==> src/rtl/pwm_pkg.sv <==
package pwm_pkg;

    // Phase of the PWM waveform inside one period.
    typedef enum logic {
        PH_OFF = 1'b0,
        PH_ON  = 1'b1
    } pwm_phase_e;

    // Map a phase to a pin level given the OFF-phase level.
    function automatic logic phase_level(pwm_phase_e ph, logic off_lvl);
        return (ph == PH_ON) ? ~off_lvl : off_lvl;
    endfunction

endpackage

==> src/rtl/pwm_shadow_bank.sv <==
// Shadow and active copies of period and width, plus the self-clearing
// load flag that forces an immediate transfer.
module pwm_shadow_bank #(
    parameter int unsigned W       = 16,
    parameter int unsigned PER_RST = 4,
    parameter int unsigned WID_RST = 2
) (
    input  logic         clk,
    input  logic         rst_n,
    input  logic         per_wr,
    input  logic [W-1:0] per_in,
    input  logic         wid_wr,
    input  logic [W-1:0] wid_in,
    input  logic         force_load,
    input  logic         wrap,
    output logic [W-1:0] act_per,
    output logic [W-1:0] act_wid,
    output logic         load_pend
);

    localparam logic [W-1:0] PER_INIT = W'(PER_RST);
    localparam logic [W-1:0] WID_INIT = W'(WID_RST);

    typedef struct packed {
        logic [W-1:0] shd_per;
        logic [W-1:0] shd_wid;
        logic [W-1:0] act_per;
        logic [W-1:0] act_wid;
        logic         load;
    } bank_t;

    bank_t st_d, st_q;

    always_comb begin
        st_d = st_q;
        if (per_wr) begin
            st_d.shd_per = per_in;
        end
        if (wid_wr) begin
            st_d.shd_wid = wid_in;
        end
        // The flag lives for one cycle, then clears itself.
        st_d.load = force_load;
        // Transfer happens at a forced load or at a natural wrap.
        if (st_q.load || wrap) begin
            st_d.act_per = st_q.shd_per;
            st_d.act_wid = st_q.shd_wid;
        end
    end

    always_ff @(posedge clk or negedge rst_n) begin
        if (!rst_n) begin
            st_q <= '{shd_per: PER_INIT, shd_wid: WID_INIT,
                      act_per: PER_INIT, act_wid: WID_INIT, load: 1'b0};
        end else begin
            st_q <= st_d;
        end
    end

    assign act_per   = st_q.act_per;
    assign act_wid   = st_q.act_wid;
    assign load_pend = st_q.load;

endmodule

==> src/rtl/pwm_period_counter.sv <==
// Tick-driven period counter with wrap detection and a registered
// period-end pulse.
module pwm_period_counter #(
    parameter int unsigned W = 16
) (
    input  logic         clk,
    input  logic         rst_n,
    input  logic         enable,
    input  logic         tick,
    input  logic         restart,
    input  logic [W-1:0] act_per,
    output logic [W-1:0] cnt,
    output logic         wrap,
    output logic         period_end
);

    localparam logic [W-1:0] ONE = W'(1);

    typedef struct packed {
        logic [W-1:0] cnt;
        logic         pend;
    } ctr_t;

    ctr_t         st_d, st_q;
    logic [W-1:0] last;
    logic         at_last;

    always_comb begin
        // Periods of 0 or 1 keep the counter parked at 0.
        last    = (act_per <= ONE) ? '0 : (act_per - ONE);
        at_last = (st_q.cnt >= last);
        wrap    = enable && tick && !restart && at_last;

        st_d      = st_q;
        st_d.pend = wrap;
        if (!enable) begin
            st_d.cnt = '0;
        end else if (restart) begin
            st_d.cnt = '0;
        end else if (tick) begin
            st_d.cnt = at_last ? '0 : (st_q.cnt + ONE);
        end
    end

    always_ff @(posedge clk or negedge rst_n) begin
        if (!rst_n) begin
            st_q <= '{cnt: '0, pend: 1'b0};
        end else begin
            st_q <= st_d;
        end
    end

    assign cnt        = st_q.cnt;
    assign period_end = st_q.pend;

endmodule

==> src/rtl/pwm_level_stage.sv <==
// Compares the count against the width and applies the unshadowed
// OFF-level selection.
module pwm_level_stage
    import pwm_pkg::*;
#(
    parameter int unsigned W = 16
) (
    input  logic         enable,
    input  logic [W-1:0] cnt,
    input  logic [W-1:0] act_wid,
    input  logic         off_level,
    output logic         pwm_out
);

    pwm_phase_e phase;

    always_comb begin
        phase   = (enable && (cnt < act_wid)) ? PH_ON : PH_OFF;
        pwm_out = phase_level(phase, off_level);
    end

endmodule

==> src/rtl/pwm_shadow_gen.sv <==
module pwm_shadow_gen #(
    parameter int unsigned W       = 16,
    parameter int unsigned PER_RST = 4,
    parameter int unsigned WID_RST = 2
) (
    input  logic         clk,
    input  logic         rst_n,
    input  logic         enable,
    input  logic         tick,
    input  logic         per_wr,
    input  logic [W-1:0] per_in,
    input  logic         wid_wr,
    input  logic [W-1:0] wid_in,
    input  logic         off_level,
    input  logic         force_load,
    output logic         pwm_out,
    output logic         period_end,
    output logic         load_bit
);

    logic [W-1:0] act_per;
    logic [W-1:0] act_wid;
    logic [W-1:0] cnt;
    logic         wrap;
    logic         load_pend;

    pwm_shadow_bank #(
        .W       (W),
        .PER_RST (PER_RST),
        .WID_RST (WID_RST)
    ) u_bank (
        .clk        (clk),
        .rst_n      (rst_n),
        .per_wr     (per_wr),
        .per_in     (per_in),
        .wid_wr     (wid_wr),
        .wid_in     (wid_in),
        .force_load (force_load),
        .wrap       (wrap),
        .act_per    (act_per),
        .act_wid    (act_wid),
        .load_pend  (load_pend)
    );

    pwm_period_counter #(
        .W (W)
    ) u_ctr (
        .clk        (clk),
        .rst_n      (rst_n),
        .enable     (enable),
        .tick       (tick),
        .restart    (load_pend),
        .act_per    (act_per),
        .cnt        (cnt),
        .wrap       (wrap),
        .period_end (period_end)
    );

    pwm_level_stage #(
        .W (W)
    ) u_lvl (
        .enable    (enable),
        .cnt       (cnt),
        .act_wid   (act_wid),
        .off_level (off_level),
        .pwm_out   (pwm_out)
    );

    assign load_bit = load_pend;

endmodule

==> config.mk <==
export PLATFORM = sky130hd
export DESIGN_NAME = pwm_shadow_gen
export DESIGN_NICKNAME = d
export VERILOG_FILES = /design/src/rtl/pwm_pkg.sv /design/src/rtl/pwm_shadow_bank.sv /design/src/rtl/pwm_period_counter.sv /design/src/rtl/pwm_level_stage.sv /design/src/rtl/pwm_shadow_gen.sv
export SDC_FILE = /design/constraint.sdc
export NUM_CORES = 1
export LEC_CHECK = 0
export BUFFER_PORTS_ARGS = -buffer_cell sky130_fd_sc_hd__buf_2
export CORE_MARGIN = 4
export CORE_UTILIZATION = 51
export CTS_BUF_LIST = sky130_fd_sc_hd__clkbuf_8 sky130_fd_sc_hd__clkbuf_16
export DETAILED_ROUTE_END_ITERATION = 8
export PLACE_DENSITY = 0.76
export SLEW_MARGIN = 20
export SYNTH_ARGS = -nofsm -noshare
export SYNTH_HDL_FRONTEND = slang
export SYNTH_SLANG_ARGS = --single-unit
==> constraint.sdc <==
create_clock -name clk -period 5.8 [get_ports clk]
set_input_delay 0 -clock clk [delete_from_list [all_inputs] [get_ports clk]]
set_output_delay 0 -clock clk [all_outputs]
set_load 0.01 [all_outputs]
=== Word level (Yosys, flattened, before mapping) ===
Cells that the tools add are included.

* Memories: 0
* Input port bits: 40
* ROM bits: 0
* Register bits after elaboration: 82
* Output and inout bits: 3
* Bits in latches: 0
* Logic and storage cells: 27
* Bits in writable memories: 0

* $lt $le $gt $ge: 3
* Add/sub/neg operators: 2
* Shift operators: 0
* $mul: 0
* Equal/unequal tests: 1
* Divide/modulo/power cells: 0
* Bitwise logic cells: 1
* Reductions and logical operators: 6
* Mux-type cells: 7

{| class="wikitable"
|+ Operator list
! cell !! number
|-
| 2-to-1 mux 16 bit || 5
|-
| adder 16 x 1 -> 16 bit (second input constant) || 1
|-
| greater-or-equal comparator 16 bit || 1
|-
| <= comparator 16 x 1 -> 1 bit (second input constant) || 1
|-
| less-than comparator 16 bit || 1
|-
| subtractor 16 x 1 -> 16 bit (second input constant) || 1
|-
| logical AND 1 bit || 4
|-
| inequality test 3 x 1 -> 1 bit (second input constant) || 1
|-
| 2-to-1 mux 1 bit || 2
|-
| logical NOT 1 bit || 1
|-
| logical OR 1 bit || 1
|-
| inverter 1 bit || 1
|}

=== Depth between registers and ports, before layout ===
Gate-level depths: netlist (run 1).

* Word-level depth: 7
* Depth in mapped cells: 16
* Mapped depth without buffers: 13

=== By module ===
Synthesis (run 1) repeated with hierarchy kept, for this count alone.

* Cell total of the unflattened synthesis: 429
* Area, all modules: 4,774.6 um^2

{| class="wikitable"
|+ Modules (own cells, without submodules)
! module !! area an instance (um^2) !! cells an instance !! instances !! sequential area each (um^2)
|-
| pwm_shadow_bank || 2,697.6 || 169 || 1 || 1,631.6
|-
| pwm_period_counter || 1,677.9 || 207 || 1 || 425.4
|-
| pwm_level_stage || 399.1 || 53 || 1 || 0.0
|}

=== Worst setup path after synthesis (run 1) ===
Ideal clock, no wire load.

* Path kind: reg-to-reg
* Start: reg u_bank.st_q, in the netlist u_bank.act_per[5]
* End: reg u_bank.st_q, in the netlist u_bank.act_per[0]
* Data arrival time: 3,332 ps
* Path slack: 2,343 ps
* Data required time: 5,675 ps
* Library setup time: 125 ps
* Clock period less this slack: 3,457 ps
* Path buffers: 1
* Cell stages (with the launch flop): 15
* Path through: dfrtp_1 > nor4_1 > nand2_1 > nor2_1 > nand2_1 > xnor2_1 > nand2_1 > ha_1 > nand4_1 > or3_1 > a2111oi_2 > or3_1 > a31o_4 > buf_12 > mux2_4

* Longest elaborated chain between the ends: 5
* Elaborated cells between the ends (all ways): 6
* Classes of those cells: 1 x add/sub; 2 x order compare; 1 x mux; 2 x reduce/logical

{| class="wikitable"
|+ RTL lines
! item !! line !! text
|-
| start, declared || pwm_shadow_bank.sv:32 || <nowiki>bank_t st_d, st_q;</nowiki>
|-
| start signal, assigned || pwm_shadow_bank.sv:53 || <nowiki>st_q <= '{shd_per: PER_INIT, shd_wid: WID_INIT,</nowiki>
|-
| start signal, assigned || pwm_shadow_bank.sv:56 || <nowiki>st_q <= st_d;</nowiki>
|-
| subtractor 16 x 1 -> 16 bit or <= comparator 16 x 1 -> 1 bit (tied branches) || pwm_period_counter.sv:30 || <nowiki>last = (act_per <= ONE) ? '0 : (act_per - ONE);</nowiki>
|-
| 2-to-1 mux 16 bit * || pwm_period_counter.sv:30 ||
|-
| greater-or-equal comparator 16 bit * || pwm_period_counter.sv:31 || <nowiki>at_last = (st_q.cnt >= last);</nowiki>
|-
| logical AND 1 bit * || pwm_period_counter.sv:32 || <nowiki>wrap = enable && tick && !restart && at_last;</nowiki>
|-
| logical OR 1 bit * || pwm_shadow_bank.sv:45 || <nowiki>if (st_q.load || wrap) begin</nowiki>
|}

Every way passes the cells marked *; elsewhere a longest branch is shown, timed or not.
A chain may end at the register's enable or synchronous reset.

=== Final worst setup path (run 1) ===
* Start: reg u_bank.st_q, in the netlist u_bank.act_per[5]
* End: reg u_bank.st_q, in the netlist u_bank.act_wid[9]

The elaborated chain is that of the path after synthesis.

==> flow_metrics.env, run 1 <==
export IMPL_status="completed"
export IMPL_worstSetupPathType="flop to flop"
export IMPL_yosysTopAreaCell="dfrtp_1"
export IMPL_arrival_ps=4550
export IMPL_row_count=34
export IMPL_grt_overflow=0
export IMPL_final_layout_size_suffix_gt1_share_pct=27.6
export IMPL_syn_inst=386
export IMPL_cp_num_buf_inv=0
export IMPL_core_um2=8680
export IMPL_wl_per_cell_um=15.0
export IMPL_min_to="u_ctr.period_end"
export IMPL_worstHoldStart="enable"
export IMPL_dr_max_layer_used="met4"
export IMPL_path_depth=13
export IMPL_max_freq_mhz=232
export IMPL_setup_tns_ps=0
export IMPL_gr_usage_all_layers_pct=17.9
export IMPL_setup_viol=0
export IMPL_cts_htree_levels=3
export IMPL_p_comb_share_pct=17.9
export IMPL_synth_top_cell_area_share_pct=43.3
export IMPL_critPathMostFrequentCell="nand2_1"
export IMPL_switching_share_pct=25.9
export IMPL_worstSkewPairLatency_ps=350
export IMPL_dr_wl_met2_mm=4.37
export IMPL_synth_area_per_cell_um2=11.7
export IMPL_post_route_period_util_pct=74.3
export IMPL_placed_cells=525
export IMPL_synth_seq_cells=82
export IMPL_clkTransAtPathRegs_ps=80
export IMPL_cpLargestDelayFamily="simple AND/OR/NAND/NOR gates"
export IMPL_m1WireLength_mm=3.85
export IMPL_finalNonFillerCells=576
export IMPL_die_w_um=102
export IMPL_finClkSkew_ps=9.36
export IMPL_drt_pass1_iterations=4
export IMPL_ir_drop_mv=0.184
export IMPL_p_int_uw=1010
export IMPL_start_util_pct=52.0
export IMPL_portBuffers=42
export IMPL_yosys_top_cells_area="dfrtp_1 (43%), mux2_4 (10%), ha_1 (9.4%), mux2_2 (8.5%), nand2_1 (3.2%)"
export IMPL_area_delta_synth_final_pct=18.3
export IMPL_max_slew_margin_pct=50.7
export IMPL_r2r_start="u_bank.act_per[5]"
export IMPL_fp_dieArea_um2=10400
export IMPL_synth_nets=460
export IMPL_met3WireLength_um=220
export IMPL_maxSlewViolCount=0
export IMPL_antenna_found_initial=0
export IMPL_reg2regPathDepth=13
export IMPL_critPathSlowestCell="a31o_4"
export IMPL_path_max_fanout=32
export IMPL_min_period_ps=4310
export IMPL_switching_power_uw=353
export IMPL_ctsHoldBuffers=35
export IMPL_via_per_inst=5.43
export IMPL_critPathMaxStageDelay_ps=590
export IMPL_vias=3127
export IMPL_diodes=0
export IMPL_grt_max_degree=83
export IMPL_tritoncts="yes"
export IMPL_r2r_end="u_bank.act_wid[9]"
export IMPL_grt_pass1_vias=3276
export IMPL_seq_area_frac_synth_pct=45.6
export IMPL_ys_flop_type="dfrtp_1"
export IMPL_ant_nets=0
export IMPL_die_y_um=102
export IMPL_cp_end_kind="flop"
export IMPL_yosysWarnings=0
export IMPL_hold_path_class="input pin to flop"
export IMPL_pwr_share_seq_pct=49.5
export IMPL_synthDistinctLibCells=40
export IMPL_maxCapViolCount=0
export IMPL_clk_path_buf_depth=2
export IMPL_fin_nets=537
export IMPL_drt_iter0_markers=114
export IMPL_clkPwrFrac_pct=32.6
export IMPL_required_ps=6040
export IMPL_wl_mm=8.62
export IMPL_p_per_area_nw_per_um2=256
export IMPL_grt_pass1_wl_mm=15.0
export IMPL_syn_area_um2=4510
export IMPL_clock_sinks=82
export IMPL_worstPathCellList="nor4_1 -> nand2_1 -> nor2_1 -> nand2_1 -> xnor2_1 -> nand2_1 -> ha_1 -> nand4_1 -> or3_1 -> a2111oi_2 -> or3_1 -> a31o_4 -> mux2_2"
export IMPL_rsz0062_at_grt="false"
export IMPL_synth_edf_count=0
export IMPL_drc=0
export IMPL_ioPinCount=43
export IMPL_p_leak_uw=0.00254
export IMPL_dpl_hpwl_mm=6.11
export IMPL_start_kind="flop"
export IMPL_cts_buffers=9
export IMPL_post_cts_resized=0
export IMPL_async_reset_ff_share_pct=100
export IMPL_post_cts_setup_buffers=0
export IMPL_hold_viol_final=0
export IMPL_cts_root_buffer="clkbuf_8"
export IMPL_r2r_slack_ps=1490
export IMPL_holdPathStages=4
export IMPL_routabilityCongestion=0.910
export IMPL_tightest_slew_ps=739
cell usage after synthesis, types with 4 or more instances:
library cell / number
dfrtp_1: 78
nand2_1: 38
ha_1: 34
mux2_2: 34
mux2_4: 30
inv_1: 24
a21oi_1: 21
a31oi_1: 12
nor2_1: 11
o21ai_0: 11
nand3_1: 8
xor2_1: 8
nand2b_1: 7
xnor2_1: 7
clkbuf_1: 6
a41oi_1: 5
and3_1: 5
nand4_1: 5
nor3_1: 5
dfstp_2: 4
nor2b_1: 4
nor4_1: 4
cells in the final DEF, fill, tap and decap left out, types with 2 or more instances in the layout:
master,synthesis,routed
nor3_1,5,5
ha_1,34,34
nor4_1,4,3
dlygate4sd3_1,0,35
or3_1,3,3
buf_2,1,41
dfrtp_1,78,78
nor2b_1,4,4
xor2_1,8,8
nor2_1,11,11
o21a_1,3,3
nand2_1,38,38
clkbuf_8,0,9
o21ai_0,11,11
xnor2_1,7,7
mux2_4,30,30
dfstp_2,4,4
and3_1,5,5
nand2b_1,7,7
mux2_2,34,34
a31oi_1,12,12
inv_1,24,27
nand3_1,8,8
a21oi_1,21,21
bufinv_16,0,2
a41oi_1,5,5
nand4_1,5,5
worst max path at each step:
| stage | from | endpoint | slack (ps) |
|---|---|---|---|
| global placement | u_bank.act_per[5] | u_bank.act_wid[8] | 1590 |
| CTS | u_bank.act_per[5] | u_bank.act_wid[9] | 1470 |
| floorplan | u_bank.act_per[5] | u_bank.act_per[0] | 2340 |
| detailed placement | u_bank.act_per[5] | u_bank.act_wid[9] | 1500 |
| global route | u_bank.act_per[5] | u_bank.act_wid[9] | 1120 |
| finish | u_bank.act_per[5] | u_bank.act_wid[9] | 1490 |
logic make-up after synthesis:
group	count (synthesis)	share of synthesized area, %
AND/OR/NAND/NOR	93	10.0
flip-flops	82	45.6
multiplexers	65	18.7
AO/OA/AOI/OAI	61	9.07
buffers and inverters	36	4.27
adder cells (fa/ha/maj)	34	9.43
XOR/XNOR	15	2.91
sequential cells by signal, summed over array words and instances (netlist names):
| register | count |
|---|---|
| u_bank.act_per | 16 |
| u_bank.act_wid | 16 |
| u_bank.load_pend | 1 |
| u_bank.st_q | 32 |
| u_ctr.cnt | 16 |
| u_ctr.period_end | 1 |
tightest hold or removal path, cell delays in order:
cell and delay (ps):
buf_2 130, nor2b_1 150, nand2_1 100, nor2b_1 70
area by class of cell:
class | instances | area [µm²]
flip-flops and latches | 82 | 2060
inverters | 24 | 90.1
clock inverters | 7 | 87.6
well taps | 108 | 135
multi-input cells | 268 | 2270
fillers | 687 | 3340
clock buffers | 9 | 124
repair buffers | 78 | 574
routing by layer:
layer / global-route usage [%] / up-vias
met3: 3.48 / 18
met1: 22.9 / 1534
li1: - / 1524
met4: 6.56 / 0
met5: 0 / -
met2: 30.4 / 51
power groups by stage:
stage / registers, µW / clock network (µW) / logic [µW]
floorplan: 672 / 0 / 178
global placement: 684 / 0 / 215
detailed placement: 688 / 0 / 226
CTS: 677 / 454 / 246
global route: 684 / 476 / 273
finish: 676 / 444 / 245
through the flow:
step           power [µW]  util, %  hold slack (ps)  area, µm²  worst slack, ps
3_5_place_dp          914     55.0              121       4770             1500
4_1_cts              1380     61.4              107       5330             1470
6_report             1360     61.5              128       5340             1490
2_1_floorplan         850        -             -296       4510             2340
3_3_place_gp          899     55.0              109       4770             1590
5_1_grt              1430     61.5              153       5340             1120
Note: power is estimated with default switching activity, not from simulation.
==> run 2: changes to the inputs <==
==> constraint.sdc (replaced) <==
create_clock -name clk -period 4.2 [get_ports clk]
set_input_delay 0 -clock clk [delete_from_list [all_inputs] [get_ports clk]]
set_output_delay 0 -clock clk [all_outputs]
set_load 0.01 [all_outputs]
==> run 2 against run 1 <==
  * Hold slack improved by 20 ps
  * Flip-flop and latch count unchanged
  * Non-clock buffer count increased by 2
  * Setup slack got worse by 1300 ps
  * Combinational power increased by 41%
==> flow_metrics.env, run 2 (same netlist as run 1, synthesis figures left out) <==
export IMPL_critPathSlowestCell="nor4_2"
export IMPL_antenna_found_initial=0
export IMPL_ioPinCount=43
export IMPL_cp_end_kind="flop"
export IMPL_dpl_hpwl_mm=6.08
export IMPL_row_count=34
export IMPL_regArea_um2=2060
export IMPL_ant_nets=0
export IMPL_switching_power_uw=510
export IMPL_cts_root_buffer="clkbuf_8"
export IMPL_cp_num_buf_inv=1
export IMPL_post_route_period_util_pct=95.1
export IMPL_maxSlewViolCount=0
export IMPL_fin_nets=539
export IMPL_finClkSkew_ps=14.6
export IMPL_gr_usage_all_layers_pct=18.4
export IMPL_grt_max_degree=83
export IMPL_max_slew_margin_pct=51.1
export IMPL_critPathMostFrequentCell="nand2_1"
export IMPL_clk_path_buf_depth=2
export IMPL_die_y_um=102
export IMPL_final_common_cell="dfrtp_1"
export IMPL_p_leak_uw=0.00254
export IMPL_maxCapViolCount=0
export IMPL_final_area_um2=5350
export IMPL_portBuffers=42
export IMPL_switching_share_pct=28.0
export IMPL_cts_htree_levels=3
export IMPL_fp_dieArea_um2=10400
export IMPL_critPathMaxStageDelay_ps=440
export IMPL_cts_buffers=9
export IMPL_finalPower_uw=1820
export IMPL_path_max_fanout=25
export IMPL_via_per_inst=5.41
export IMPL_final_cell_mix="dfrtp_1 (78), buf_2 (41), nand2_1 (38)"
export IMPL_grt_pass1_vias=3036
export IMPL_clkTransAtPathRegs_ps=90
export IMPL_status="completed"
export IMPL_tritoncts="yes"
export IMPL_die_w_um=102
export IMPL_drt_pass1_iterations=4
export IMPL_preCtsSetupSlack_ps=198
export IMPL_routabilityCongestion=0.952
export IMPL_hold_viol_final=0
export IMPL_clkPwrFrac_pct=29.6
export IMPL_post_dp_cell_area_um2=4800
export IMPL_worstPathCellList="nor4_2 -> nand2_1 -> nor2_1 -> nand2_1 -> xnor2_1 -> nand2_1 -> ha_1 -> nand4_1 -> or3_1 -> a2111oi_2 -> or3_1 -> a31o_4 -> buf_12 -> mux2_4"
export IMPL_min_period_ps=4000
export IMPL_largest_reg_flops=32
export IMPL_p_int_uw=1310
export IMPL_max_freq_mhz=250
export IMPL_worstSetupPathType="flop to flop"
export IMPL_multiInputGateArea_um2=2280
export IMPL_drt_iter0_markers=187
export IMPL_setup_viol=0
export IMPL_tightest_slew_ps=734
export IMPL_grt_overflow=0
export IMPL_fill_cells=685
export IMPL_clock_sinks=82
export IMPL_required_ps=4440
export IMPL_core_um2=8680
export IMPL_arrival_ps=4240
export IMPL_hold_path_class="input pin to flop"
export IMPL_timing_final_ws_setup_ps=205
export IMPL_area_delta_synth_final_pct=18.7
export IMPL_hold_worst_slack_ps=148
export IMPL_finalCoreUtilization_pct=61.7
export IMPL_top_register="u_bank.st_q"
export IMPL_p_comb_share_pct=19.0
export IMPL_grt_pass1_wl_mm=14.9
export IMPL_start_util_pct=52.0
export IMPL_vias=3126
export IMPL_diodes=0
export IMPL_start_kind="flop"
export IMPL_p_per_area_nw_per_um2=340
export IMPL_ir_drop_mv=0.276
export IMPL_worstSkewPairLatency_ps=360
export IMPL_drc=0
export IMPL_pwr_share_seq_pct=51.4
export IMPL_cpLargestDelayFamily="simple AND/OR/NAND/NOR gates"
export IMPL_wl_mm=8.77
export IMPL_final_layout_size_suffix_gt1_share_pct=28.7
export IMPL_wl_per_cell_um=15.2
==> run 2: cell types whose count changed in the layout (fill, tap and decap cells not counted), sizes merged <==
cell / before / now
clkbuf: 9 / 10
inv: 27 / 26
bufinv: 2 / 0
buf: 43 / 45
clkinv: 1 / 3
==> run 2: metal layers <==
layer / track usage, % / vias up / routed length, µm
met5: 0 / - / 0
met4: 5.45 / 0 / 119
met3: 3.75 / 11 / 237
met2: 29.9 / 43 / 4470
met1: 24.9 / 1532 / 3950
li1: - / 1540 / -
==> run 2: power groups by stage <==
stage / Sequential (µW) / Combinational (µW) / Clock (µW)
finish: 935 / 345 / 539
global route: 948 / 380 / 589
CTS: 935 / 344 / 552
detailed placement: 949 / 317 / 0
global placement: 946 / 301 / 0
floorplan: 928 / 245 / 0
==> run 2: layout make-up <==
type	count	area share [%]
Timing Repair Buffer	80	11.2
Sequential cell	82	38.4
Clock buffer	10	2.57
Clock inverter	6	0.935
Multi-Input combinational cell	268	42.6
Inverter	24	1.68
Tap cell	108	2.52
==> run 2: worst register-to-register path, stage by stage, from the launching register on <==
cell and delay (ps):
dfrtp_1 430, nor4_2 440, nand2_1 180, nor2_1 230
nand2_1 100, xnor2_1 140, nand2_1 70, ha_1 310
nand4_1 120, or3_1 420, a2111oi_2 380, or3_1 230
a31o_4 270, buf_12 240, mux2_4 350
==> run 2: through the flow <==
step / std cells / setup TNS, ps
2_1_floorplan: 386 / 0
3_3_place_gp: 527 / 0
3_5_place_dp: 527 / 0
4_1_cts: 578 / 0
5_1_grt: 578 / -96.8
6_report: 578 / 0
==> run 2: what timing repair did <==
item,4_1_cts,5_1_grt
buffers inserted,0,0
hold buffers,35,0
resized for setup,0,2
endpoints found under the setup margin,0,37
hold endpoints to repair,112,0
==> run 2: final timing paths <==
kind | start | to | slack (ps) | cells after the start
max in group asynchronous | rst_n | u_ctr.cnt[11] | 3450 | 2
min in group asynchronous | rst_n | u_ctr.cnt[6] | 220 | 2
min reg2reg | u_bank.st_q[62] | u_bank.st_q[62] | 510 | 1
max reg2reg | u_bank.act_per[5] | u_bank.act_per[7] | 200 | 14
min | wid_wr | u_bank.st_q[47] | 150 | 2
max | u_bank.act_per[5] | u_bank.act_per[7] | 200 | 14
==> run 3: changes to the inputs <==
--- a/config.mk
+++ b/config.mk
@@ -10,7 +10,8 @@
 export CORE_UTILIZATION = 51
 export CTS_BUF_LIST = sky130_fd_sc_hd__clkbuf_8 sky130_fd_sc_hd__clkbuf_16
 export DETAILED_ROUTE_END_ITERATION = 8
-export PLACE_DENSITY = 0.76
+export GPL_TIMING_DRIVEN = 0
+export PLACE_DENSITY = 0.7
 export SLEW_MARGIN = 20
 export SYNTH_ARGS = -nofsm -noshare
 export SYNTH_HDL_FRONTEND = slang
==> run 3 against run 2 <==
  * Wire length up 2.0%
  * Critical path depth unchanged
  * Sequential power barely moved
  * Clock skew shrank 6.1 ps
  * Clock-buffer cell count increased by 1
  * Final cell count rose by 1.4%
  * Die area unchanged
  * Flip-flop and latch count unchanged
  * Cell area increased by 2.2%
  * Largest cell class unchanged
==> flow_metrics.env, run 3 (same netlist as run 1, synthesis figures left out) <==
export IMPL_post_route_period_util_pct=92.6
export IMPL_drc=0
export IMPL_critPathSlowestCell="dfrtp_1"
export IMPL_worstSetupPathType="flop to flop"
export IMPL_via_per_inst=5.39
export IMPL_die_w_um=102
export IMPL_portBuffers=40
export IMPL_holdPathStages=2
export IMPL_m1WireLength_mm=4.09
export IMPL_finalNonFillerCells=586
export IMPL_drt_iter0_markers=182
export IMPL_die_y_um=102
export IMPL_p_leak_uw=0.00260
export IMPL_dpl_hpwl_mm=6.56
export IMPL_start_kind="flop"
export IMPL_grt_pass1_wl_mm=15.4
export IMPL_core_um2=8680
export IMPL_cts_buffers=9
export IMPL_reg2regPathDepth=14
export IMPL_final_layout_size_suffix_gt1_share_pct=28.7
export IMPL_multiInputGateArea_um2=2270
export IMPL_fin_nets=547
export IMPL_ioPinCount=43
export IMPL_tightest_slew_ps=577
export IMPL_path_max_fanout=10
export IMPL_worstSkewPairLatency_ps=360
export IMPL_top_register="u_bank.st_q"
export IMPL_wl_per_cell_um=15.3
export IMPL_max_slew_margin_pct=61.3
export IMPL_maxSlewViolCount=0
export IMPL_placed_cells=535
export IMPL_start_util_pct=52.0
export IMPL_ir_drop_mv=0.191
export IMPL_p_per_area_nw_per_um2=354
export IMPL_vias=3158
export IMPL_grt_overflow=0
export IMPL_hold_worst_slack_ps=102
export IMPL_arrival_ps=4130
export IMPL_hold_path_class="input pin to flop"
export IMPL_ant_nets=0
export IMPL_row_count=34
export IMPL_setup_viol=0
export IMPL_min_period_ps=3890
export IMPL_clkTransAtPathRegs_ps=80
export IMPL_antenna_found_initial=0
export IMPL_setup_tns_ps=0
export IMPL_area_delta_synth_final_pct=21.2
export IMPL_met3WireLength_um=320
export IMPL_diodes=0
export IMPL_cts_root_buffer="clkbuf_8"
export IMPL_rsz0062_at_grt="false"
export IMPL_clk_path_buf_depth=2
export IMPL_wl_mm=8.94
export IMPL_cp_end_kind="flop"
export IMPL_final_cell_mix="dfrtp_1 (78), buf_2 (40), nand2_1 (38)"
export IMPL_preCtsSetupSlack_ps=194
export IMPL_largest_reg_flops=32
export IMPL_worstPathCellList="nor4_2 -> nand2b_1 -> nor2_1 -> nand2_1 -> xnor2_1 -> nand2_1 -> ha_1 -> nand4_1 -> or3_1 -> a2111oi_2 -> or3_1 -> a31o_4 -> buf_12 -> mux2_4"
export IMPL_fill_cells=701
export IMPL_max_freq_mhz=257
export IMPL_dr_max_layer_used="met4"
export IMPL_required_ps=4440
export IMPL_hold_viol_final=0
export IMPL_routabilityCongestion=0.823
export IMPL_tritoncts="yes"
export IMPL_finClkSkew_ps=8.48
export IMPL_cts_htree_levels=3
export IMPL_maxCapViolCount=0
export IMPL_clock_sinks=82
export IMPL_dr_wl_met2_mm=4.43
export IMPL_regArea_um2=2060
export IMPL_gr_usage_all_layers_pct=18.8
export IMPL_fp_dieArea_um2=10400
export IMPL_final_common_cell="dfrtp_1"
export IMPL_critPathMaxStageDelay_ps=460
export IMPL_grt_max_degree=56
export IMPL_timing_final_ws_setup_ps=310
export IMPL_finalPower_uw=1930
export IMPL_post_cts_setup_buffers=0
export IMPL_status="completed"
export IMPL_grt_pass1_vias=3253
export IMPL_drt_pass1_iterations=4
-- run 3: cell count changes in the layout (fill, tap and decap cells not counted), sizes merged --
cell and change:
clkbuf +7, buf +2, bufinv +2, clkinv -1
clkinvlp -1, inv -1
-- run 3: final timing paths --
path / slack, ps / endpoint / startpoint
setup / recovery: 310 / u_bank.act_wid[6] / u_bank.act_per[7]
hold / removal: 100 / u_bank.st_q[53] / per_wr
setup reg to reg: 310 / u_bank.act_wid[6] / u_bank.act_per[7]
hold reg to reg: 510 / u_bank.act_per[13] / u_bank.st_q[62]
max in group asynchronous: 3440 / u_bank.st_q[51] / rst_n
min in group asynchronous: 110 / u_bank.st_q[37] / rst_n
-- run 3: routing by layer --
layer | vias up | GRT usage (%)
li1 | 1552 | -
met1 | 1554 | 25.2
met2 | 43 | 30.6
met3 | 9 | 4.71
met4 | 0 | 4.64
met5 | - | 0
-- run 3: worst max-delay path, delay by kind of cell (launching register included) --
kind                     cells  cell delay [ps]
AO/OA/AOI/OAI                2              520
XOR/XNOR                     1              160
adder cells (fa/ha/maj)      1              320
buffers and inverters        1              180
flip-flops                   1              460
multiplexers                 1              300
AND/OR/NAND/NOR              8             1830
-- run 3: power by group --
part | switching (µW) | internal [µW]
sequential | 65.0 | 871
combinational | 144 | 206
clock | 284 | 365
total | 492 | 1440
-- run 3: final cells by class --
class	instances	area share (%)
buffer	12	1.90
clock buffer	11	2.77
clock inverter	5	1.42
inverter	24	1.65
multi-input combinational	268	41.6
sequential	82	37.6
tap	108	2.47
timing repair buffer	76	10.6
-- run 3: what timing repair did --
action                     4_1_cts  5_1_grt
gates resized for setup          0        4
setup endpoints to repair        0       44
hold endpoints to repair       112        0
hold buffers                    35        0
-- run 3: metrics by stage --
stage,instance area [µm²],utilization (%)
global route,5470,63.0
CTS,5460,62.9
finish,5470,63.0
global placement,4850,55.8
floorplan,4510,-
detailed placement,4880,56.2
